--- config.mk ---
export PLATFORM = sky130hd
export DESIGN_NAME = dual_adc_reader
export DESIGN_NICKNAME = d
export VERILOG_FILES = /design/src/rtl/adc_rd_pkg.sv /design/src/rtl/adc_rate_timer.sv /design/src/rtl/adc_seq_fsm.sv /design/src/rtl/adc_out_stage.sv /design/src/rtl/dual_adc_reader.sv
export SDC_FILE = /design/constraint.sdc
export NUM_CORES = 1
export LEC_CHECK = 0
export BUFFER_PORTS_ARGS = -buffer_cell sky130_fd_sc_hd__buf_2
export CELL_PAD_IN_SITES_DETAIL_PLACEMENT = 1
export CELL_PAD_IN_SITES_GLOBAL_PLACEMENT = 2
export CORE_UTILIZATION = 35
export CTS_BUF_LIST = sky130_fd_sc_hd__clkbuf_4 sky130_fd_sc_hd__clkbuf_8
export DETAILED_ROUTE_END_ITERATION = 10
export PLACE_DENSITY_LB_ADDON = 0.08
export SLEW_MARGIN = 10
export SYNTH_ARGS = -nofsm -noshare
export SYNTH_HDL_FRONTEND = slang
export SYNTH_HIERARCHICAL = 1
export SYNTH_SLANG_ARGS = --single-unit
export TNS_END_PERCENT = 50
--- constraint.sdc ---
create_clock -name clk -period 5.1 [get_ports clk]
set_clock_uncertainty 0.05 [all_clocks]
set_input_delay 0.51 -clock clk [delete_from_list [all_inputs] [get_ports clk]]
set_output_delay 0.51 -clock clk [all_outputs]
set_load 0.1 [all_outputs]
--- src/rtl/adc_rd_pkg.sv ---
`timescale 1ns/1ps
package adc_rd_pkg;

    typedef enum logic [2:0] {
        ST_IDLE,
        ST_START,
        ST_CONV,
        ST_READ_A,
        ST_GAP,
        ST_READ_B,
        ST_HOLD
    } rd_state_t;

    function automatic int unsigned ns_to_cycles(input int unsigned ns, input int unsigned clk_ns);
        return (ns + clk_ns - 1) / clk_ns;
    endfunction

endpackage

--- src/rtl/adc_rate_timer.sv ---
`timescale 1ns/1ps
module adc_rate_timer #(
    parameter int IW      = 16,
    parameter int MIN_GAP = 63
) (
    input  logic          clk,
    input  logic          rst,
    input  logic          launch,
    input  logic [IW-1:0] interval_cyc,
    output logic          due
);
    localparam logic [IW-1:0] MIN_GAP_V = IW'(MIN_GAP);

    logic [IW-1:0] elapsed_q;
    logic [IW-1:0] eff_gap;

    always_ff @(posedge clk) begin
        if (rst) begin
            elapsed_q <= '1;
        end else if (launch) begin
            elapsed_q <= '0;
        end else if (elapsed_q != '1) begin
            elapsed_q <= elapsed_q + 1'b1;
        end
    end

    always_comb begin
        eff_gap = (interval_cyc < MIN_GAP_V) ? MIN_GAP_V : interval_cyc;
        due     = (elapsed_q >= eff_gap - 1'b1);
    end

endmodule

--- src/rtl/adc_seq_fsm.sv ---
`timescale 1ns/1ps
module adc_seq_fsm
    import adc_rd_pkg::*;
#(
    parameter int DW        = 14,
    parameter int START_CYC = 13,
    parameter int ACC_CYC   = 10
) (
    input  logic          clk,
    input  logic          rst,
    input  logic          run_en,
    input  logic          due,
    input  logic          conv_busy,
    input  logic [DW-1:0] bus_data,
    output logic          conv_start,
    output logic          oe_a_n,
    output logic          oe_b_n,
    output logic          launch,
    output logic          pair_load,
    output logic [DW-1:0] raw_a,
    output logic [DW-1:0] raw_b
);
    localparam int CNT_MAX = (START_CYC > ACC_CYC) ? START_CYC : ACC_CYC;
    localparam int CW      = $clog2(CNT_MAX + 2);

    rd_state_t     state_q, state_d;
    logic [CW-1:0] cnt_q;
    logic          start_done, acc_done;

    assign start_done = (cnt_q == CW'(START_CYC - 1));
    assign acc_done   = (cnt_q == CW'(ACC_CYC - 1));

    // next-state selection
    always_comb begin
        state_d = state_q;
        unique case (state_q)
            ST_IDLE:   if (run_en && due) state_d = ST_START;
            ST_START:  if (start_done)    state_d = ST_CONV;
            ST_CONV:   if (!conv_busy)    state_d = ST_READ_A;
            ST_READ_A: if (acc_done)      state_d = ST_GAP;
            ST_GAP:                       state_d = ST_READ_B;
            ST_READ_B: if (acc_done)      state_d = ST_HOLD;
            ST_HOLD: begin
                if (!run_en)  state_d = ST_IDLE;
                else if (due) state_d = ST_START;
            end
            default:                      state_d = ST_IDLE;
        endcase
    end

    // state register and dwell counter
    always_ff @(posedge clk) begin
        if (rst) begin
            state_q <= ST_IDLE;
            cnt_q   <= '0;
        end else begin
            state_q <= state_d;
            if (state_d != state_q) begin
                cnt_q <= '0;
            end else if (cnt_q != '1) begin
                cnt_q <= cnt_q + 1'b1;
            end
        end
    end

    // bus capture at the end of each access window
    always_ff @(posedge clk) begin
        if (rst) begin
            raw_a     <= '0;
            raw_b     <= '0;
            pair_load <= 1'b0;
        end else begin
            if (state_q == ST_READ_A && acc_done) raw_a <= bus_data;
            if (state_q == ST_READ_B && acc_done) raw_b <= bus_data;
            pair_load <= (state_q == ST_READ_B) && acc_done;
        end
    end

    // outputs decoded from state
    always_comb begin
        conv_start = (state_q == ST_START);
        oe_a_n     = (state_q != ST_READ_A);
        oe_b_n     = (state_q != ST_READ_B);
        launch     = (state_q != ST_START) && (state_d == ST_START);
    end

    // checking aid: length of the current high run of conv_start
    logic [CW:0] hi_len_q;
    always_ff @(posedge clk) begin
        if (rst) begin
            hi_len_q <= '0;
        end else if (conv_start) begin
            if (hi_len_q != '1) hi_len_q <= hi_len_q + 1'b1;
        end else begin
            hi_len_q <= '0;
        end
    end

    AST_START_WIDTH: assert property (@(posedge clk) disable iff (rst)
        $fell(conv_start) |-> (hi_len_q >= (CW+1)'(START_CYC)));

    AST_READ_AFTER_EOC: assert property (@(posedge clk) disable iff (rst)
        $fell(oe_a_n) |-> !$past(conv_busy));

    AST_ONE_ENABLE: assert property (@(posedge clk) disable iff (rst)
        oe_a_n || oe_b_n);

    AST_ENABLE_GAP: assert property (@(posedge clk) disable iff (rst)
        $fell(oe_b_n) |-> $past(oe_a_n));

    AST_IDLE_QUIET: assert property (@(posedge clk) disable iff (rst)
        (state_q == ST_IDLE && !run_en) |=> !conv_start);

endmodule

--- src/rtl/adc_out_stage.sv ---
`timescale 1ns/1ps
module adc_out_stage #(
    parameter int DW = 14
) (
    input  logic          clk,
    input  logic          rst,
    input  logic          load,
    input  logic          signed_mode,
    input  logic [DW-1:0] raw_a,
    input  logic [DW-1:0] raw_b,
    input  logic          out_ready,
    output logic          out_valid,
    output logic [DW-1:0] out_a,
    output logic [DW-1:0] out_b,
    output logic          overrun
);
    function automatic logic [DW-1:0] recode(input logic [DW-1:0] c, input logic s);
        return s ? {~c[DW-1], c[DW-2:0]} : c;
    endfunction

    always_ff @(posedge clk) begin
        if (rst) begin
            out_valid <= 1'b0;
            out_a     <= '0;
            out_b     <= '0;
            overrun   <= 1'b0;
        end else if (load) begin
            if (out_valid && !out_ready) overrun <= 1'b1;
            out_valid <= 1'b1;
            out_a     <= recode(raw_a, signed_mode);
            out_b     <= recode(raw_b, signed_mode);
        end else if (out_valid && out_ready) begin
            out_valid <= 1'b0;
        end
    end

    AST_HOLD_PAIR: assert property (@(posedge clk) disable iff (rst)
        (out_valid && !out_ready && !load) |=> (out_valid && $stable(out_a) && $stable(out_b)));

    AST_OVR_STICKY: assert property (@(posedge clk) disable iff (rst)
        overrun |=> overrun);

endmodule

--- src/rtl/dual_adc_reader.sv ---
`timescale 1ns/1ps
module dual_adc_reader
    import adc_rd_pkg::*;
#(
    parameter int DW            = 14,
    parameter int IW            = 16,
    parameter int CLK_NS        = 8,
    parameter int START_MIN_NS  = 100,
    parameter int MIN_PERIOD_NS = 500,
    parameter int ACCESS_NS     = 75
) (
    input  logic          clk,
    input  logic          rst,
    input  logic          run_en,
    input  logic          signed_mode,
    input  logic [IW-1:0] interval_cyc,
    output logic          conv_start,
    input  logic          conv_busy,
    output logic          oe_a_n,
    output logic          oe_b_n,
    input  logic [DW-1:0] bus_data,
    output logic          out_valid,
    input  logic          out_ready,
    output logic [DW-1:0] out_a,
    output logic [DW-1:0] out_b,
    output logic          overrun
);
    localparam int START_CYC = ns_to_cycles(START_MIN_NS, CLK_NS);
    localparam int MIN_GAP   = ns_to_cycles(MIN_PERIOD_NS, CLK_NS);
    localparam int ACC_CYC   = ns_to_cycles(ACCESS_NS, CLK_NS);

    logic          launch, due, pair_load;
    logic [DW-1:0] raw_a, raw_b;

    adc_rate_timer #(.IW(IW), .MIN_GAP(MIN_GAP)) u_timer (
        .clk          (clk),
        .rst          (rst),
        .launch       (launch),
        .interval_cyc (interval_cyc),
        .due          (due)
    );

    adc_seq_fsm #(.DW(DW), .START_CYC(START_CYC), .ACC_CYC(ACC_CYC)) u_fsm (
        .clk        (clk),
        .rst        (rst),
        .run_en     (run_en),
        .due        (due),
        .conv_busy  (conv_busy),
        .bus_data   (bus_data),
        .conv_start (conv_start),
        .oe_a_n     (oe_a_n),
        .oe_b_n     (oe_b_n),
        .launch     (launch),
        .pair_load  (pair_load),
        .raw_a      (raw_a),
        .raw_b      (raw_b)
    );

    adc_out_stage #(.DW(DW)) u_out (
        .clk         (clk),
        .rst         (rst),
        .load        (pair_load),
        .signed_mode (signed_mode),
        .raw_a       (raw_a),
        .raw_b       (raw_b),
        .out_ready   (out_ready),
        .out_valid   (out_valid),
        .out_a       (out_a),
        .out_b       (out_b),
        .overrun     (overrun)
    );

    // checking aid: cycles since the last rising edge of conv_start
    logic          start_q;
    logic [IW-1:0] since_rise_q;
    always_ff @(posedge clk) begin
        if (rst) begin
            start_q      <= 1'b0;
            since_rise_q <= '1;
        end else begin
            start_q <= conv_start;
            if (conv_start && !start_q) begin
                since_rise_q <= IW'(1);
            end else if (since_rise_q != '1) begin
                since_rise_q <= since_rise_q + 1'b1;
            end
        end
    end

    AST_MIN_GAP: assert property (@(posedge clk) disable iff (rst)
        (conv_start && !start_q) |-> (since_rise_q >= IW'(MIN_GAP)));

endmodule

==> results.toml <==
[status]
status = "finished with violations"
failed_checks = "design-rule violations"

[die]
core_um2 = 11600
rows = 39
io_pins = 69
die_x_um = 112
die-height_um = 112
start_util_pct = 36.4
die-area_um2 = 12500

[logic_synthesis]
synth_cell_types = 60
ys_ff_latch = 82
synthesis.area_um2 = 4230
postSynthAreaPerCell_um2 = 9.04
syn_inst = 468
async_reset_ff_share_pct = 0
syn_nets = 525
synth_warnings = 6
synth-main-ff-cell = "dfxtp_1"
synth.yosys.seq_area_share_pct = 38.8
synth-edff-count = 0

[cts]
clkTransAtPathRegs_ns = 0.08
insertion_delay_ns = 0.36
cts_tree = "yes"
post_cts_resized = 0
cts_root_buffer = "clkbuf_8"
post_cts.repair.setup_buffers = 0
ctsLongestPathBuffers = 2
cts_buffers = 9
cts_hold_buf = 0
cts_sinks = 82
htreeDepth = 3

[grt]
grt_usage_pct = 17.2
grt_max_degree = 40
gr-total-overflow = 0
grt_pass1_vias = 3467
grt_pass1_wl_um = 17100
antenna_found_initial = 0

[critical_path]
cp_cell_sequence = "buf_2 > nand4_1 > o211ai_1 > nor3_2 > buf_4 > nor2_1 > ha_1 > nand3b_1 > nor2_1 > nand4b_1 > xor2_1 > ha_1 > nand4_1 > nor3_1 > o2111ai_1 > o21bai_1 > nand2_1 > nor3_1 > buf_4 > nor2_1 > a221o_1"
end_kind = "register"
setup.worst_path.start_class = "input pin"
critPathMaxFanout = 17
worstPathRequired_ns = 5.30
cp.arrival_ns = 4.33
critical-path-max-stage-delay_ns = 0.33
cpMaxStageDelayCell = "a221o_1"
crit_path_frequent_cell = "nor2_1"
path_class = "in -> reg"

[routing]
dr.first_iter.drc_count = 120
via_count = 3454
drtPass1Iterations = 7
ant_nets = 0
routed_wl_um = 10100
route.detailed.drc = 4
viasPerCell = 5.10
post_drt_wl_per_cell_um = 14.9

[placement]
portBuffers = 68
gp_congestion = 0.751
post-dp-hpwl_um = 7390

[sta]
finalSetupViolCount = 0
max_freq_ghz = 0.242
final_max_slew_viol_count = 0
finalCriticalPeriod_ns = 4.13
slew_headroom_pct = 35.9
hold_violations = 0
period_share_pct = 81.0
tightest_slew_ns = 0.961
setup_tns_ns = 0
rsz0062_at_grt = "false"

[final_layout]
area_growth_pct = 13.3
final_cell_mix = "81 x dfxtp_1, 68 x buf_2, 67 x nor2_1"
final_core_util_pct = 41.3
layout_commonest_cell = "dfxtp_1"
finish.net_count = 586
fillers = 1413
n_antenna_cell = 0
drive_gt1_share_pct = 21.0

[power_and_ir_drop]
ir_worst_vdd_uv = 148
power.density_nw_per_um2 = 319
p_leak_uw = 0.00195

[run]
maxCapViolations = 0

[min_path]
timing.hold.worst.class = "in -> reg"
==> worst max-delay path, delay by kind of cell <==
| kind | cells | cell delay (ns) |
|---|---|---|
| adder cells (fa/ha/maj) | 2 | 0.52 |
| AO/OA/AOI/OAI | 4 | 1.04 |
| XOR/XNOR | 1 | 0.17 |
| buffers and inverters | 3 | 0.54 |
| AND/OR/NAND/NOR | 11 | 1.53 |
==> final timing paths <==
kind	start	endpoint	slack, ns	cells after the start
max	interval_cyc[2]	u_timer/elapsed_q[12]	0.97	21
min	bus_data[4]	u_fsm/raw_a[4]	0.35	3
max reg2reg	u_timer/elapsed_q[11]	u_fsm/state_q[1]	2.52	10
min reg2reg	u_out/overrun	u_out/overrun	0.40	2
==> final cells by class <==
type | count | area, um^2 | area share [%]
multi-input combinational | 353 | 2370 | 49.4
sequential | 82 | 1640 | 34.3
timing repair buffer | 71 | 363 | 7.57
tap | 143 | 179 | 3.73
clock buffer | 13 | 173 | 3.60
inverter | 12 | 45.0 | 0.940
clock inverter | 3 | 21.3 | 0.444
==> metrics by stage <==
step / hold WS (ns) / cell area [um^2] / cells / setup slack [ns] / total power (uW)
floorplan: 0.386 / 4230 / 468 / 1.15 / 990
global placement: 0.389 / 4600 / 661 / 0.751 / 1080
detailed placement: 0.389 / 4600 / 661 / 0.567 / 1090
CTS: 0.327 / 4790 / 677 / 0.949 / 1560
global route: 0.343 / 4790 / 677 / 0.512 / 1630
finish: 0.351 / 4790 / 677 / 0.970 / 1530
==> Yosys cell counts, drive strengths merged (2+ instances only) <==
master / count / area, um^2
dfxtp: 82 / 1640
nor2: 69 / 283
nand2: 53 / 199
mux2i: 44 / 440
a21oi: 33 / 169
ha: 21 / 263
nor3: 21 / 153
o21ai: 21 / 105
buf: 12 / 141
inv: 12 / 45.0
nand3: 11 / 55.1
xnor2: 10 / 87.6
xor2: 10 / 87.6
clkbuf: 9 / 33.8
nand4: 7 / 73.8
and3: 5 / 32.5
and3b: 4 / 36.3
nand3b: 4 / 58.8
a2111oi: 3 / 32.5
a211oi: 3 / 22.5
a31oi: 3 / 18.8
nand2b: 2 / 12.5
nand4b: 2 / 17.5
nor2b: 2 / 12.5
nor3b: 2 / 15.0
o2111ai: 2 / 23.8
o21a: 2 / 15.0
o21bai: 2 / 15.0
o31ai: 2 / 15.0
or2: 2 / 12.5
or3: 2 / 12.5
==> routing by layer <==
metal	up-vias	GRT usage [%]	share of wire [%]
li1	1747	-	-
met3	8	3.54	2.8
met5	-	0	0
met1	1657	23.0	50
met2	42	27.6	46
met4	0	5.60	1.3
==> logic make-up (layout without fill, tap and decap cells) <==
logic type      Yosys count  count (layout)  synth area share, %
flops                    82              82                 38.8
compound gates           78              78                 11.4
xor+xnor                 20              20                 4.14
simple gates            190             190                 23.8
mux                      44              44                 10.4
buf+inv                  33              99                 5.21
fa+ha+maj                21              21                 6.21
==> where the power goes <==
group | leakage [uW] | switching [uW] | total (uW) | internal, uW
clock | 0.0000995 | 238 | 461 | 224
combinational | 0.00118 | 190 | 329 | 139
sequential | 0.000666 | 63.9 | 739 | 675
==> registers in the layout, summed over array words and instances (netlist names) <==
| signal | count |
|---|---|
| u_out/out_b | 14 |
| u_fsm/raw_b | 14 |
| u_fsm/state_q | 3 |
| u_fsm/pair_load | 1 |
| u_fsm/raw_a | 14 |
| u_out/out_valid | 1 |
| u_fsm/cnt_q | 4 |
| u_out/out_a | 14 |
| u_timer/elapsed_q | 16 |
| u_out/overrun | 1 |
Note: power is estimated with default switching activity, not from simulation.
